--- src/rtl/pcs_rx_pkg.sv ---
package pcs_rx_pkg;
    localparam int SYM_W = 5;
    localparam int NIB_W = 4;
    localparam int PAIR_W = 2 * SYM_W;

    localparam logic [PAIR_W-1:0] START_PAIR = 10'b11000_10001;
    localparam logic [SYM_W-1:0]  CODE_END1  = 5'b01101;
    localparam logic [SYM_W-1:0]  CODE_END2  = 5'b00111;
    localparam logic [SYM_W-1:0]  CODE_IDLE  = 5'b11111;
    localparam logic [NIB_W-1:0]  PRE_NIB    = 4'b0101;

    typedef enum logic [2:0] {
        SK_NONE,
        SK_DATA,
        SK_END1,
        SK_IDLE,
        SK_BAD
    } sym_kind_e;

    typedef struct packed {
        sym_kind_e        kind;
        logic [NIB_W-1:0] nib;
    } sym_t;

    typedef enum logic {
        ST_HUNT,
        ST_FRAME
    } rx_state_e;

    function automatic sym_t classify(input logic [SYM_W-1:0] code);
        sym_t s;
        s.kind = SK_DATA;
        s.nib  = '0;
        case (code)
            5'b11110: s.nib = 4'h0;
            5'b01001: s.nib = 4'h1;
            5'b10100: s.nib = 4'h2;
            5'b10101: s.nib = 4'h3;
            5'b01010: s.nib = 4'h4;
            5'b01011: s.nib = 4'h5;
            5'b01110: s.nib = 4'h6;
            5'b01111: s.nib = 4'h7;
            5'b10010: s.nib = 4'h8;
            5'b10011: s.nib = 4'h9;
            5'b10110: s.nib = 4'hA;
            5'b10111: s.nib = 4'hB;
            5'b11010: s.nib = 4'hC;
            5'b11011: s.nib = 4'hD;
            5'b11100: s.nib = 4'hE;
            5'b11101: s.nib = 4'hF;
            CODE_END1: s.kind = SK_END1;
            CODE_IDLE: s.kind = SK_IDLE;
            default:   s.kind = SK_BAD;
        endcase
        return s;
    endfunction
endpackage

--- src/rtl/pcs_rx_window.sv ---
module pcs_rx_window
    import pcs_rx_pkg::*;
#(
    parameter int IDLE_RUN = 10
) (
    input  logic             clk,
    input  logic             rst,
    input  logic             bit_in,
    output logic [SYM_W-1:0] sym_code,
    output logic             start_hit
);
    localparam int WIN_W = PAIR_W + IDLE_RUN;

    logic [WIN_W-1:0] win_q;
    logic [WIN_W-1:0] win_nx;

    assign win_nx = {win_q[WIN_W-2:0], bit_in};

    always_ff @(posedge clk) begin
        if (rst) win_q <= '0;
        else     win_q <= win_nx;
    end

    assign sym_code  = win_nx[SYM_W-1:0];
    assign start_hit = (win_nx[PAIR_W-1:0] == START_PAIR) &&
                       (&win_nx[WIN_W-1:PAIR_W]);
endmodule

--- src/rtl/pcs_rx_symdec.sv ---
module pcs_rx_symdec
    import pcs_rx_pkg::*;
(
    input  logic [SYM_W-1:0] code,
    output sym_t             sym
);
    always_comb sym = classify(code);
endmodule

--- src/rtl/jk_nibble_decoder.sv ---
module jk_nibble_decoder
    import pcs_rx_pkg::*;
#(
    parameter int IDLE_RUN = 10
) (
    input  logic       clk,
    input  logic       rst,
    input  logic       rx_bit,
    output logic [3:0] rx_nib,
    output logic       rx_dv,
    output logic       rx_err,
    output logic       rx_act
);
    localparam int PH_W = $clog2(SYM_W);
    localparam logic [PH_W-1:0] PH_LAST = PH_W'(SYM_W - 1);

    logic [SYM_W-1:0] sym_code;
    logic             start_hit;
    sym_t             cur;
    sym_t             held;
    rx_state_e        st;
    logic [PH_W-1:0]  phase;

    pcs_rx_window #(.IDLE_RUN(IDLE_RUN)) u_win (
        .clk       (clk),
        .rst       (rst),
        .bit_in    (rx_bit),
        .sym_code  (sym_code),
        .start_hit (start_hit)
    );

    pcs_rx_symdec u_dec (
        .code (sym_code),
        .sym  (cur)
    );

    logic end_pair;
    logic end_idle;
    assign end_pair = (held.kind == SK_END1) && (sym_code == CODE_END2);
    assign end_idle = (held.kind == SK_IDLE) && (cur.kind == SK_IDLE);

    always_ff @(posedge clk) begin
        if (rst) begin
            st     <= ST_HUNT;
            phase  <= '0;
            held   <= '{kind: SK_NONE, nib: '0};
            rx_nib <= '0;
            rx_dv  <= 1'b0;
            rx_err <= 1'b0;
            rx_act <= 1'b0;
        end else begin
            rx_nib <= '0;
            rx_dv  <= 1'b0;
            rx_err <= 1'b0;
            case (st)
                ST_HUNT: begin
                    if (start_hit) begin
                        st     <= ST_FRAME;
                        phase  <= '0;
                        held   <= '{kind: SK_DATA, nib: PRE_NIB};
                        rx_nib <= PRE_NIB;
                        rx_dv  <= 1'b1;
                        rx_act <= 1'b1;
                    end
                end
                default: begin
                    if (phase != PH_LAST) begin
                        phase <= phase + 1'b1;
                    end else begin
                        phase <= '0;
                        if (end_pair) begin
                            st     <= ST_HUNT;
                            rx_act <= 1'b0;
                            held   <= '{kind: SK_NONE, nib: '0};
                        end else if (end_idle) begin
                            st     <= ST_HUNT;
                            rx_act <= 1'b0;
                            rx_err <= 1'b1;
                            held   <= '{kind: SK_NONE, nib: '0};
                        end else begin
                            case (held.kind)
                                SK_DATA: begin
                                    rx_dv  <= 1'b1;
                                    rx_nib <= held.nib;
                                end
                                SK_NONE: ;
                                default: begin
                                    rx_dv  <= 1'b1;
                                    rx_err <= 1'b1;
                                end
                            endcase
                            held <= cur;
                        end
                    end
                end
            endcase
        end
    end

    AST_START_PREAMBLE: assert property (@(posedge clk) disable iff (rst)
        $rose(rx_act) |-> (rx_dv && rx_nib == PRE_NIB && !rx_err));
    AST_DV_INSIDE_PKT: assert property (@(posedge clk) disable iff (rst)
        rx_dv |-> rx_act);
    AST_DV_NOT_BACK_TO_BACK: assert property (@(posedge clk) disable iff (rst)
        rx_dv |=> !rx_dv);
    AST_END_NO_NIBBLE: assert property (@(posedge clk) disable iff (rst)
        $fell(rx_act) |-> !rx_dv);
    AST_ERR_NIB_ZERO: assert property (@(posedge clk) disable iff (rst)
        rx_err |-> (rx_nib == '0));
    AST_HUNT_QUIET: assert property (@(posedge clk) disable iff (rst)
        (st == ST_HUNT && !start_hit) |=> (!rx_dv && !rx_act));
endmodule

--- config.mk ---
export PLATFORM = sky130hd
export DESIGN_NAME = jk_nibble_decoder
export DESIGN_NICKNAME = d
export VERILOG_FILES = /design/src/rtl/pcs_rx_pkg.sv /design/src/rtl/pcs_rx_window.sv /design/src/rtl/pcs_rx_symdec.sv /design/src/rtl/jk_nibble_decoder.sv
export SDC_FILE = /design/constraint.sdc
export NUM_CORES = 1
export LEC_CHECK = 0
export ABC_AREA = 1
export ABC_CLOCK_PERIOD_IN_PS = 1900
export BUFFER_PORTS_ARGS = -buffer_cell sky130_fd_sc_hd__buf_2
export CORE_MARGIN = 2
export CORE_UTILIZATION = 56
export CTS_BUF_LIST = sky130_fd_sc_hd__clkbuf_4
export DETAILED_ROUTE_END_ITERATION = 7
export GPL_TIMING_DRIVEN = 0
export PLACE_DENSITY = 0.74
export REMOVE_ABC_BUFFERS = 1
export SLEW_MARGIN = 5
export SYNTH_ARGS = -nofsm -noshare
export SYNTH_HDL_FRONTEND = slang
export SYNTH_SLANG_ARGS = --single-unit
--- constraint.sdc ---
create_clock -name clk -period 1.9 [get_ports clk]
set_input_delay 0.095 -clock clk [delete_from_list [all_inputs] [get_ports clk]]
set_output_delay 0.095 -clock clk [all_outputs]
set_load 0.01 [all_outputs]
Yosys cells after proc, flatten, opt, wreduce, memory -nomap -nowiden
Index checks and enable logic that the tools add are counted.

cells by class
  bitwise gates (word level) = 1
  add/sub/neg operators = 1
  reduce and logical (&&, ||, !) cells = 11
  muxes and demuxes = 33
  eq/ne operators = 27

operators with widths
  cell                    count
  $eq A5 B5 Y1 const B    12
  $pmux W4 S15            1
  $mux W7                 5
  $eq A5 B4 Y1 const B    6
  $mux W4                 5
  $mux W1                 17
  $reduce_or A16 Y1       1
  $mux W3                 4
  $eq A10 B10 Y1 const B  1
  $reduce_and A10 Y1      1
  $eq A3 B2 Y1 const B    3
  $pmux W3 S3             1
  $eq A5 B3 Y1 const B    1
  $reduce_or A4 Y1        1
  $add A3 B1 Y3 const B   1
  $eq A3 B1 Y1 const B    1
  $logic_and A1 B1 Y1     3
  $logic_not A3 Y1        1
  $ne A3 B1 Y1 const B    1
  $ne A3 B3 Y1 const B    1
  $reduce_and A3 Y1       1
  $ne A2 B2 Y1 const B    1
  $reduce_and A2 Y1       1
  $reduce_bool A2 Y1      1
  2 further kinds         2

storage, ports and cells
  output and inout port bits = 7
  register bits = 37

Logic depth before layout (Yosys ltp)
Gate-level depths: netlist of the first run.

  word-level depth = 9
  gate-level depth with buffers = 10

Cells and area by module
From an unflattened synthesis of the first run, not the netlist that was laid out.

unflattened totals
  cells, all modules = 224
  area, all modules = 1604.0 µm²

modules (own cells, without submodules)
  module             cells each  area each (µm²)  times used  seq. area each (µm²)
  jk_nibble_decoder  103         759.5            1           360.3
  pcs_rx_window      82          655.6            1           380.4
  pcs_rx_symdec      39          188.9            1           0.0

Worst setup path after synthesis of the first run
Ideal clock, no wire load.

  path type = register to register
  from = register phase[0]
  to = register held[2] (netlist bit)
  path buffers = 1
  setup slack = 555 ps
  data required time = 1778 ps
  data arrival time = 1223 ps
  cell stages (with the launch flop) = 9
  clock period less this slack = 1345 ps
  library setup time = 122 ps
  cells stage by stage = dfxtp_1 > inv_1 > ha_1 > nand2_1 > inv_1 > nand2_1 > buf_2 > nor4_1 > nor2_1

on the way
  word-level cells in the longest chain between the ends = 3

RTL lines
  what                                RTL line                 text
  from (decl)                         jk_nibble_decoder.sv:22  logic [PH_W-1:0] phase;
  from (signal assigned)              jk_nibble_decoder.sv:68  phase <= phase + 1'b1;
  $ne A3 B3 Y1                        jk_nibble_decoder.sv:67  if (phase != PH_LAST) begin
  $ne A2 B2 Y1 (no source line)       n/a
  $reduce_and A2 Y1 (no source line)  n/a
  to (signal assigned)                jk_nibble_decoder.sv:60  held <= '{kind: SK_DATA, nib: PRE_NIB};
  to (signal assigned)                jk_nibble_decoder.sv:74  held <= '{kind: SK_NONE, nib: '0};
  to (signal assigned)                jk_nibble_decoder.sv:79  held <= '{kind: SK_NONE, nib: '0};
  to (decl)                           jk_nibble_decoder.sv:20  sym_t held;

No other way between the ends.
A chain may end at the register's enable or synchronous reset.

Final worst setup path of the first run
Ends and elaborated chain as after synthesis.

==> impl_metrics.csv, run 1 <==
group,metric,value,unit
yosys,syn_avg_cell_area,7.145,um^2
clocking,cts_hold_buf,0,
die,die_area,3260,um^2
timing,holdWs,37.23,ps
die,die_h,57.10,um
placed_design,place_area,1639,um^2
yosys,synthesis.area,1579,um^2
timing,skew,11.00,ps
power_and_ir_drop,p_leak,0.7466,nW
clocking,clock_sinks,37,
yosys,ys_top_cells_by_area,"dfxtp_1 (47%), nor2_1 (12%), nand2_1 (9.3%)",
clocking,clk_path_buf_depth,2,
die,io_pins,10,
drt,drc,0,
timing,min_period,1517,ps
die,initial_utilization,0.5826,
die,rows,19,
drt,avgViaCountPerCell,4.811,
finish,fin_nets,238,
drt,ant_nets,0,
drt,first_pass_iters,4,
finish,layout-drive-gt1-share,0.1410,
finish,synthToLayoutAreaGrowth,9.112,%
clocking,cts_buffers,5,
yosys,synth.top_cell.area_share,0.4691,
placed_design,placed_cells,257,
yosys,synth_largest_area_cell,"dfxtp_1",
worst_setup_path,rrSetupSlack,380,ps
placed_design,hpwl,2045,um
run,maxCapViolations,0,
timing,maxSlewViolCount,0,
global_route,grtUsageTotal,0.1920,
clocking,cts-root-buf,"clkbuf_4",
global_route,grt_pass1_wl,4850,um
global_route,gr-total-overflow,0,
timing,worstMarginPinSlew,453.8,ps
timing,tns,0,ps
worst_setup_path,critPathLaunchType,"register",
placed_design,numPortBuffers,9,
global_route,grt_max_degree,27,
clocking,cts_tree,"built",
yosys,yosysSeqAreaShare,0.4691,
drt,dr_total_vias,1275,
status,status,"completed",
clocking,cts_htree_levels,2,
worst_hold_path,hold_path.class,"primary input to register",
power_and_ir_drop,irDropWorstVdd,0.6933,mV
worst_setup_path,cp.arrival,1760,ps
yosys,synth_cell_types,27,
finish,finalNonFillerCells,265,
finish,diodes,0,
worst_setup_path,cp-end-kind,"register",
timing,max_freq,0.6593,GHz
clocking,cts_resized,0,
timing,setup_viol,0,
yosys,synth-seq-cells,37,
yosys,netlist_instances,221,
yosys,ys_warn_count,0,
drt,wl,2770,um
die,dieWidth,57.10,um
finish,post-route-cell-area,1723,um^2
clocking,cts.clk_slew.worst_paths,110,ps
clocking,clkLatencyLatePin,350,ps
power_and_ir_drop,powerDensity,791.1,nW/um^2
global_route,antenna_found_initial,0,
die,fp.coreArea,2710,um^2
timing,grt_setup_unrepaired,"false",
worst_setup_path,worstPathMaxFanout,11,
timing,hold_viol_final,0,
timing,fin_crit_sh,0.7982,
clocking,cts_setup_buffers,0,
drt,drt_first_iter_violations,32,
timing,relSlewSlack,0.6975,
worst_setup_path,criticalPathCategory,"register to register",
global_route,grt_pass1_vias,1165,
drt,drt-wirelength-per-cell,10.45,um
placed_design,gp_congestion,0.8316,
worst_setup_path,crit_required,2140,ps
==> worst paths after layout <==
path	depth (start not counted)	endpoint	startpoint
setup / recovery	7	held[2]$_SDFFE_PP0P_	phase[0]$_SDFFE_PP0P_
hold / removal	3	u_win.win_q[0]$_SDFF_PP0_	rx_bit
setup reg to reg	7	held[2]$_SDFFE_PP0P_	phase[0]$_SDFFE_PP0P_
hold reg to reg	2	u_win.win_q[8]$_SDFF_PP0_	u_win.win_q[7]$_SDFF_PP0_
==> cell usage after synthesis <==
library cell,number
a21oi_1,6
inv_1,33
nor2_1,50
clkinv_4,1
nor2_2,6
nor4_1,1
nand2_2,1
dfxtp_1,37
nand3_1,16
a21boi_0,1
clkinv_1,1
buf_2,1
or2_2,1
nand2_4,2
nand2_1,39
o31ai_1,1
o21ai_0,7
a21oi_2,1
nand4_1,3
a31oi_1,1
clkbuf_1,2
ha_1,2
nand3_4,1
nor3_1,2
buf_6,1
inv_2,3
o211ai_1,1
==> cells by family after synthesis <==
group / count (synthesis) / share of synthesized area
flip-flops: 37 / 0.4691
AO/OA/AOI/OAI: 18 / 0.06498
AND/OR/NAND/NOR: 122 / 0.3415
buffers and inverters: 42 / 0.1086
adder cells (fa/ha/maj): 2 / 0.01585
==> per-layer routing <==
layer / global-route usage / routed length [um] / share of wire
met1: 0.2368 / 1358 / 0.49
met2: 0.3071 / 1265 / 0.46
met3: 0.06122 / 92 / 0.033
met4: 0.08638 / 54 / 0.019
met5: 0 / 0 / 0
==> state kept, by name, indices dropped and copies added (netlist names) <==
register and flops:
held 7, phase 3, rx_act 1, rx_dv 1
rx_err 1, rx_nib 4, st 1, u_win.win_q 19
==> cell type report <==
cell class	instances	area, um^2
Multi-Input combinational cell	142	666.9
Timing Repair Buffer	9	45.04
Clock buffer	5	37.54
Tap cell	31	38.79
Sequential cell	37	740.7
Inverter	38	147.6
Clock inverter	3	46.29
Fill cell	274	987.2
==> stage by stage <==
step	power [mW]	worst slack [ps]	util
4_1_cts	1.381	356.5	0.6357
6_report	1.363	383.4	0.6357
3_3_place_gp	0.8326	422.5	0.6048
2_1_floorplan	0.8173	577.7	-
5_1_grt	1.419	244.7	0.6357
3_5_place_dp	0.8329	390.0	0.6048
==> placed cells by master (no fill, tap or decap) <==
master / n
nor2_1: 50
nand2_1: 39
dfxtp_1: 37
inv_1: 33
nand3_1: 16
buf_2: 9
o21ai_0: 7
nor2_2: 6
a21oi_1: 6
clkbuf_4: 5
inv_2: 3
nand4_1: 3
nand2_4: 2
clkinv_4: 2
nor3_1: 2
ha_1: 2
nand3_4: 1
nand2_2: 1
a21boi_0: 1
clkinv_1: 1
or2_2: 1
a21oi_2: 1
nor4_1: 1
a31oi_1: 1
o211ai_1: 1
o31ai_1: 1
bufinv_16: 1
clkinvlp_4: 1
==> critical path: stages, from the launching register on <==
cell and delay, ps:
dfxtp_1 350, inv_1 60, ha_1 130, nand2_1 50, inv_1 110, nand2_1 260
nor4_1 370, nor2_1 80
==> where the power goes <==
part	leakage [nW]	internal, mW	total [mW]	switching (mW)
sequential	0.298	0.779	0.784	0.00551
clock	0.0414	0.278	0.548	0.269
combinational	0.407	0.00725	0.0308	0.0236
total	0.747	1.06	1.36	0.299
Note: power is estimated with default switching activity, not from simulation.
==> run 2: changes to the inputs <==
--- a/config.mk
+++ b/config.mk
@@ -6,7 +6,7 @@
 export NUM_CORES = 1
 export LEC_CHECK = 0
 export ABC_AREA = 1
-export ABC_CLOCK_PERIOD_IN_PS = 1900
+export ABC_CLOCK_PERIOD_IN_PS = 1500
 export BUFFER_PORTS_ARGS = -buffer_cell sky130_fd_sc_hd__buf_2
 export CORE_MARGIN = 2
 export CORE_UTILIZATION = 56
==> constraint.sdc (replaced) <==
create_clock -name clk -period 1.5 [get_ports clk]
set_input_delay 0.075 -clock clk [delete_from_list [all_inputs] [get_ports clk]]
set_output_delay 0.075 -clock clk [all_outputs]
set_load 0.01 [all_outputs]
==> run 2 against run 1 <==
  * Critical path depth is the same
  * Flip-flop and latch count is the same
  * Combinational power grew 27%
  * Non-clock buffer count is the same
  * Setup slack lost 260 ps
  * Critical endpoint unchanged
  * Sequential share of layout area shrank 0.22 points
  * Highest routed layer unchanged
  * Clock power grew 26%
==> impl_metrics.csv, run 2 (synthesized netlist as in run 1, its figures left out) <==
group,metric,value,unit
status,status,"completed",
timing,maxSlewViolCount,0,
worst_hold_path,min_from,"rx_bit",
timing,worstMarginPinSlew,453.7,ps
drt,dr_total_vias,1281,
clocking,cts.clk_slew.worst_paths,110,ps
die,dieWidth,57.10,um
drt,avgViaCountPerCell,4.834,
finish,largest_registers,"u_win.win_q: 19 flops, held: 7 flops, rx_nib: 4 flops",
worst_setup_path,cp.arrival,1620,ps
clocking,clock_sinks,37,
finish,largest_reg_flops,19,
timing,setup_viol,0,
global_route,met3_usage,0.06122,
finish,regArea,740.7,um^2
global_route,grt_max_degree,27,
timing,min_period,1377,ps
global_route,grtUsageTotal,0.1920,
worst_setup_path,crit_top_cell,"inv_1",
clocking,cts_hold_buf,0,
power_and_ir_drop,p_leak,0.7482,nW
die,rows,19,
worst_setup_path,crit_start,"phase[0]$_SDFFE_PP0P_",
global_route,use_met1,0.2368,
finish,layout_commonest_cell,"nor2_1",
worst_setup_path,path_cells,"inv_1 > ha_1 > nand2_1 > inv_1 > nand2_2 > nor4_2 > nor2_1",
worst_setup_path,criticalPathCategory,"register to register",
timing,setup_ws,122.9,ps
global_route,gr-total-overflow,0,
timing,skew,11.02,ps
clocking,cts_setup_buffers,0,
timing,fin_crit_sh,0.9181,
global_route,top_usage_layer,"met2",
finish,synthToLayoutAreaGrowth,9.667,%
clocking,clkLatencyLatePin,350,ps
die,die_area,3260,um^2
placed_design,pre_cts_ws,-9.960,ps
finish,multi_input_area,675.6,um^2
worst_setup_path,crit_slowest_cell,"dfxtp_1",
placed_design,hpwl,2045,um
global_route,use_met2,0.3071,
clocking,cts_buffers,5,
finish,diodes,0,
global_route,grt_pass1_vias,1165,
drt,ant_nets,0,
finish,final_core_util,0.6390,
clocking,clk_path_buf_depth,2,
global_route,antenna_found_initial,0,
worst_setup_path,worstPathMaxFanout,11,
placed_design,numPortBuffers,9,
die,die_h,57.10,um
die,fp.coreArea,2710,um^2
timing,relSlewSlack,0.6975,
drt,wl,2774,um
placed_design,placed_cells,257,
timing,hold_viol_final,0,
clocking,cts_htree_levels,2,
worst_setup_path,crit_path_max_incr_delay,350,ps
global_route,grt_pass1_wl,4850,um
finish,top_register,"u_win.win_q",
timing,holdWs,17.88,ps
drt,drt_first_iter_violations,29,
die,initial_utilization,0.5826,
finish,fin_nets,238,
power_and_ir_drop,irDropWorstVdd,0.8782,mV
power_and_ir_drop,powerDensity,995.8,nW/um^2
die,io_pins,10,
timing,max_freq,0.7261,GHz
placed_design,gp_congestion,0.8316,
finish,fill_cells,274,
worst_hold_path,hold_path.class,"primary input to register",
worst_setup_path,cp-end-kind,"register",
worst_setup_path,r2r-start,"phase[0]$_SDFFE_PP0P_",
worst_setup_path,critPathLaunchType,"register",
run,maxCapViolations,0,
drt,first_pass_iters,4,
drt,drt-wirelength-per-cell,10.47,um
worst_setup_path,crit_required,1740,ps
finish,layout-drive-gt1-share,0.1496,
timing,grt_setup_unrepaired,"false",
finish,layout_common_cells,"nor2_1 (50), nand2_1 (38), dfxtp_1 (37)",
drt,drc,0,
power_and_ir_drop,p_total,1.724,mW
clocking,cts-root-buf,"clkbuf_4",
finish,finalNonFillerCells,265,
clocking,cts_tree,"built",
==> run 2: routing by layer <==
layer  wire [um]  up-vias  share of wire
li1            -      704              -
met3         100        5          0.036
met1        1358      550           0.49
met2        1264       22           0.46
met4          51        0          0.018
met5           0        -              0
==> run 2: path summary, 6_finish.rpt <==
path	endpoint	slack (ps)	depth (start not counted)
max	held[2]$_SDFFE_PP0P_	120	7
min reg2reg	u_win.win_q[8]$_SDFF_PP0_	420	2
max reg2reg	held[2]$_SDFFE_PP0P_	120	7
min	u_win.win_q[0]$_SDFF_PP0_	20	3
==> run 2: report_power, final <==
| group | internal (mW) | switching, mW |
|---|---|---|
| clock | 0.353 | 0.339 |
| combinational | 0.00919 | 0.0299 |
| sequential | 0.986 | 0.00698 |
==> run 2: critical path: cells and delay by family (launching register included) <==
family / cells / cell delay [ps]
fa+ha+maj: 1 / 130
buf+inv: 2 / 190
flops: 1 / 350
simple gates: 4 / 600
==> run 2: final cells by class <==
cell class / instances / area share
clock buffers: 5 / 0.02168
flip-flops and latches: 37 / 0.4277
repair buffers: 9 / 0.02601
clock inverters: 3 / 0.02673
well taps: 31 / 0.02240
multi-input cells: 142 / 0.3902
inverters: 38 / 0.08526
==> run 2: timing repair <==
action                     in CTS  in global routing
setup endpoints to repair       1                  1
cloned                          0                  0
resized for setup               1                  1
==> run 2: per-stage QoR <==
step / instance area (um^2) / TNS, ps
floorplan: 1555 / 0
global placement: 1639 / 0
detailed placement: 1639 / -9.960
CTS: 1725 / 0
global route: 1732 / 0
finish: 1732 / 0
==> run 3: changes to the inputs <==
--- a/config.mk
+++ b/config.mk
@@ -9,11 +9,11 @@
 export ABC_CLOCK_PERIOD_IN_PS = 1500
 export BUFFER_PORTS_ARGS = -buffer_cell sky130_fd_sc_hd__buf_2
 export CORE_MARGIN = 2
-export CORE_UTILIZATION = 56
+export CORE_UTILIZATION = 61
 export CTS_BUF_LIST = sky130_fd_sc_hd__clkbuf_4
 export DETAILED_ROUTE_END_ITERATION = 7
 export GPL_TIMING_DRIVEN = 0
-export PLACE_DENSITY = 0.74
+export PLACE_DENSITY = 0.8
 export REMOVE_ABC_BUFFERS = 1
 export SLEW_MARGIN = 5
 export SYNTH_ARGS = -nofsm -noshare
==> run 3 against run 2 <==
  * Sequential share of layout area rose by 0.27 points
  * Fmax up 3.6%
  * Clock skew down 4.9 ps
  * Die area down 7.6%
  * Clock power down 3%
  * Critical endpoint is now held[6]$_SDFFE_PP0P_
  * Non-clock buffer count unchanged
  * Highest routed layer unchanged
==> impl_metrics.csv, run 3 (synthesized netlist as in run 1, its figures left out) <==
group,metric,value,unit
worst_hold_path,hold_path.class,"primary input to register",
clocking,cts_setup_buffers,0,
timing,skew,6.171,ps
placed_design,numPortBuffers,9,
global_route,antenna_found_initial,0,
power_and_ir_drop,irDropWorstVdd,0.8224,mV
global_route,grtUsageTotal,0.2334,
worst_setup_path,criticalPathCategory,"register to register",
finish,layout-drive-gt1-share,0.1581,
timing,setup_viol,0,
clocking,cts.clk_slew.worst_paths,100,ps
global_route,grt_pass1_vias,1179,
power_and_ir_drop,p_leak,0.7640,nW
clocking,cts_htree_levels,2,
finish,diodes,0,
drt,wl,2985,um
finish,layout_common_cells,"nor2_1 (50), nand2_1 (38), dfxtp_1 (35)",
clocking,clk_path_buf_depth,2,
global_route,grt_pass1_wl,4912,um
timing,worstMarginPinSlew,459.4,ps
timing,fin_crit_sh,0.8865,
worst_setup_path,critPathLaunchType,"register",
worst_setup_path,timing.rr.end,"held[6]$_SDFFE_PP0P_",
worst_setup_path,crit_slowest_cell,"dfxtp_1",
status,status,"completed",
timing,relSlewSlack,0.6938,
worst_setup_path,worstPathMaxFanout,7,
die,io_pins,10,
finish,synthToLayoutAreaGrowth,9.351,%
die,die_h,54.88,um
worst_setup_path,cp-end-kind,"register",
worst_setup_path,cp.arrival,1580,ps
finish,top_register,"u_win.win_q",
power_and_ir_drop,powerDensity,988.4,nW/um^2
drt,first_pass_iters,5,
drt,drt_first_iter_violations,46,
finish,largest_registers,"u_win.win_q: 19 flops, held: 7 flops, rx_nib: 4 flops",
timing,maxSlewViolCount,0,
timing,min_period,1330,ps
finish,layout_commonest_cell,"nor2_1",
clocking,cts_hold_buf,0,
timing,grt_setup_unrepaired,"false",
run,maxCapViolations,0,
drt,dr_total_vias,1331,
die,die_area,3011,um^2
worst_setup_path,crit_start,"u_win.win_q[2]$_SDFF_PP0_",
timing,max_freq,0.7520,GHz
die,initial_utilization,0.6432,
worst_setup_path,crit_top_cell,"nand2_1",
global_route,grt_max_degree,27,
finish,largest_reg_flops,19,
clocking,cts-root-buf,"clkbuf_4",
clocking,clkLatencyLatePin,340,ps
placed_design,hpwl,2111,um
timing,hold_viol_final,0,
clocking,clock_sinks,37,
worst_setup_path,r2r-start,"u_win.win_q[2]$_SDFF_PP0_",
timing,holdWs,10.81,ps
finish,fin_nets,238,
drt,drc,0,
worst_setup_path,crit_path_end,"held[6]$_SDFFE_PP0P_",
worst_setup_path,rrSetupSlack,170,ps
clocking,cts_buffers,5,
die,rows,18,
clocking,cts_tree,"built",
global_route,gr-total-overflow,0,
die,dieWidth,54.88,um
drt,ant_nets,0,
worst_setup_path,crit_path_max_incr_delay,370,ps
placed_design,gp_congestion,0.8895,
worst_setup_path,path_cells,"nor2_1 > nand2_1 > nor2_2 > nand3_4 > nand2_4 > nand2_1 > nand2_1 > nor2_2",
timing,tns,0,ps
drt,avgViaCountPerCell,5.042,
worst_setup_path,crit_required,1750,ps
die,fp.coreArea,2455,um^2
worst_setup_path,rr_worst_depth,8,
drt,drt-wirelength-per-cell,11.31,um
[run 3: changes by cell type in the layout (fill, tap and decap cells not counted), sizes merged]
cell	previous run	this run
clkbuf	5	6
clkinvlp	1	0
[run 3: where the power goes]
group	switching (mW)	internal, mW
clock	0.309	0.365
combinational	0.0307	0.00920
sequential	0.00686	0.986
total	0.346	1.36
[run 3: layout make-up]
class                           count  area [um^2]
Timing Repair Buffer                9        45.04
Inverter                           38        147.6
Clock buffer                        6        45.04
Fill cell                         213        728.2
Tap cell                           30        37.54
Multi-Input combinational cell    142        674.4
Clock inverter                      2        33.78
Sequential cell                    37        743.2
[run 3: stage by stage]
step / total power [mW] / worst slack [ps] / instance area, um^2 / utilization / instances
after detailed placement: 1.054 / -48.69 / 1638 / 0.6672 / 256
after global routing: 1.766 / 5.374 / 1727 / 0.7034 / 264
after floorplan: 1.035 / 177.7 / 1555 / - / 217
after global placement: 1.054 / -17.97 / 1638 / 0.6672 / 256
final: 1.707 / 170.2 / 1727 / 0.7034 / 264
after CTS: 1.716 / 58.00 / 1719 / 0.7003 / 264
[run 3: timing repair]
item | 4_1_cts | 5_1_grt
resized for setup | 1 | 5
pin swaps | 0 | 0
setup endpoints to repair | 1 | 3
[run 3: critical path, delay by kind of cell, from the launching register on]
kind | cells | cell delay [ps]
flip-flops | 1 | 370
AND/OR/NAND/NOR | 8 | 870
[run 3: worst min-delay path by stage]
| stage | from | endpoint | slack (ps) | depth (start not counted) |
|---|---|---|---|---|
| 2_1_floorplan | rst | held[5]$_SDFFE_PP0P_ | 140 | 1 |
| 5_1_grt | rx_bit | u_win.win_q[0]$_SDFF_PP0_ | 10 | 3 |
| 3_5_place_dp | rx_bit | u_win.win_q[0]$_SDFF_PP0_ | 360 | 3 |
| 4_1_cts | rx_bit | u_win.win_q[0]$_SDFF_PP0_ | 7 | 3 |
| 3_3_place_gp | rx_bit | u_win.win_q[0]$_SDFF_PP0_ | 340 | 3 |
| 6_report | rx_bit | u_win.win_q[0]$_SDFF_PP0_ | 10 | 3 |
[run 3: per-layer routing]
layer,GRT usage,share of wire
met1,0.2983,0.46
met2,0.3611,0.47
met3,0.08470,0.058
met4,0.07917,0.012
met5,0,0
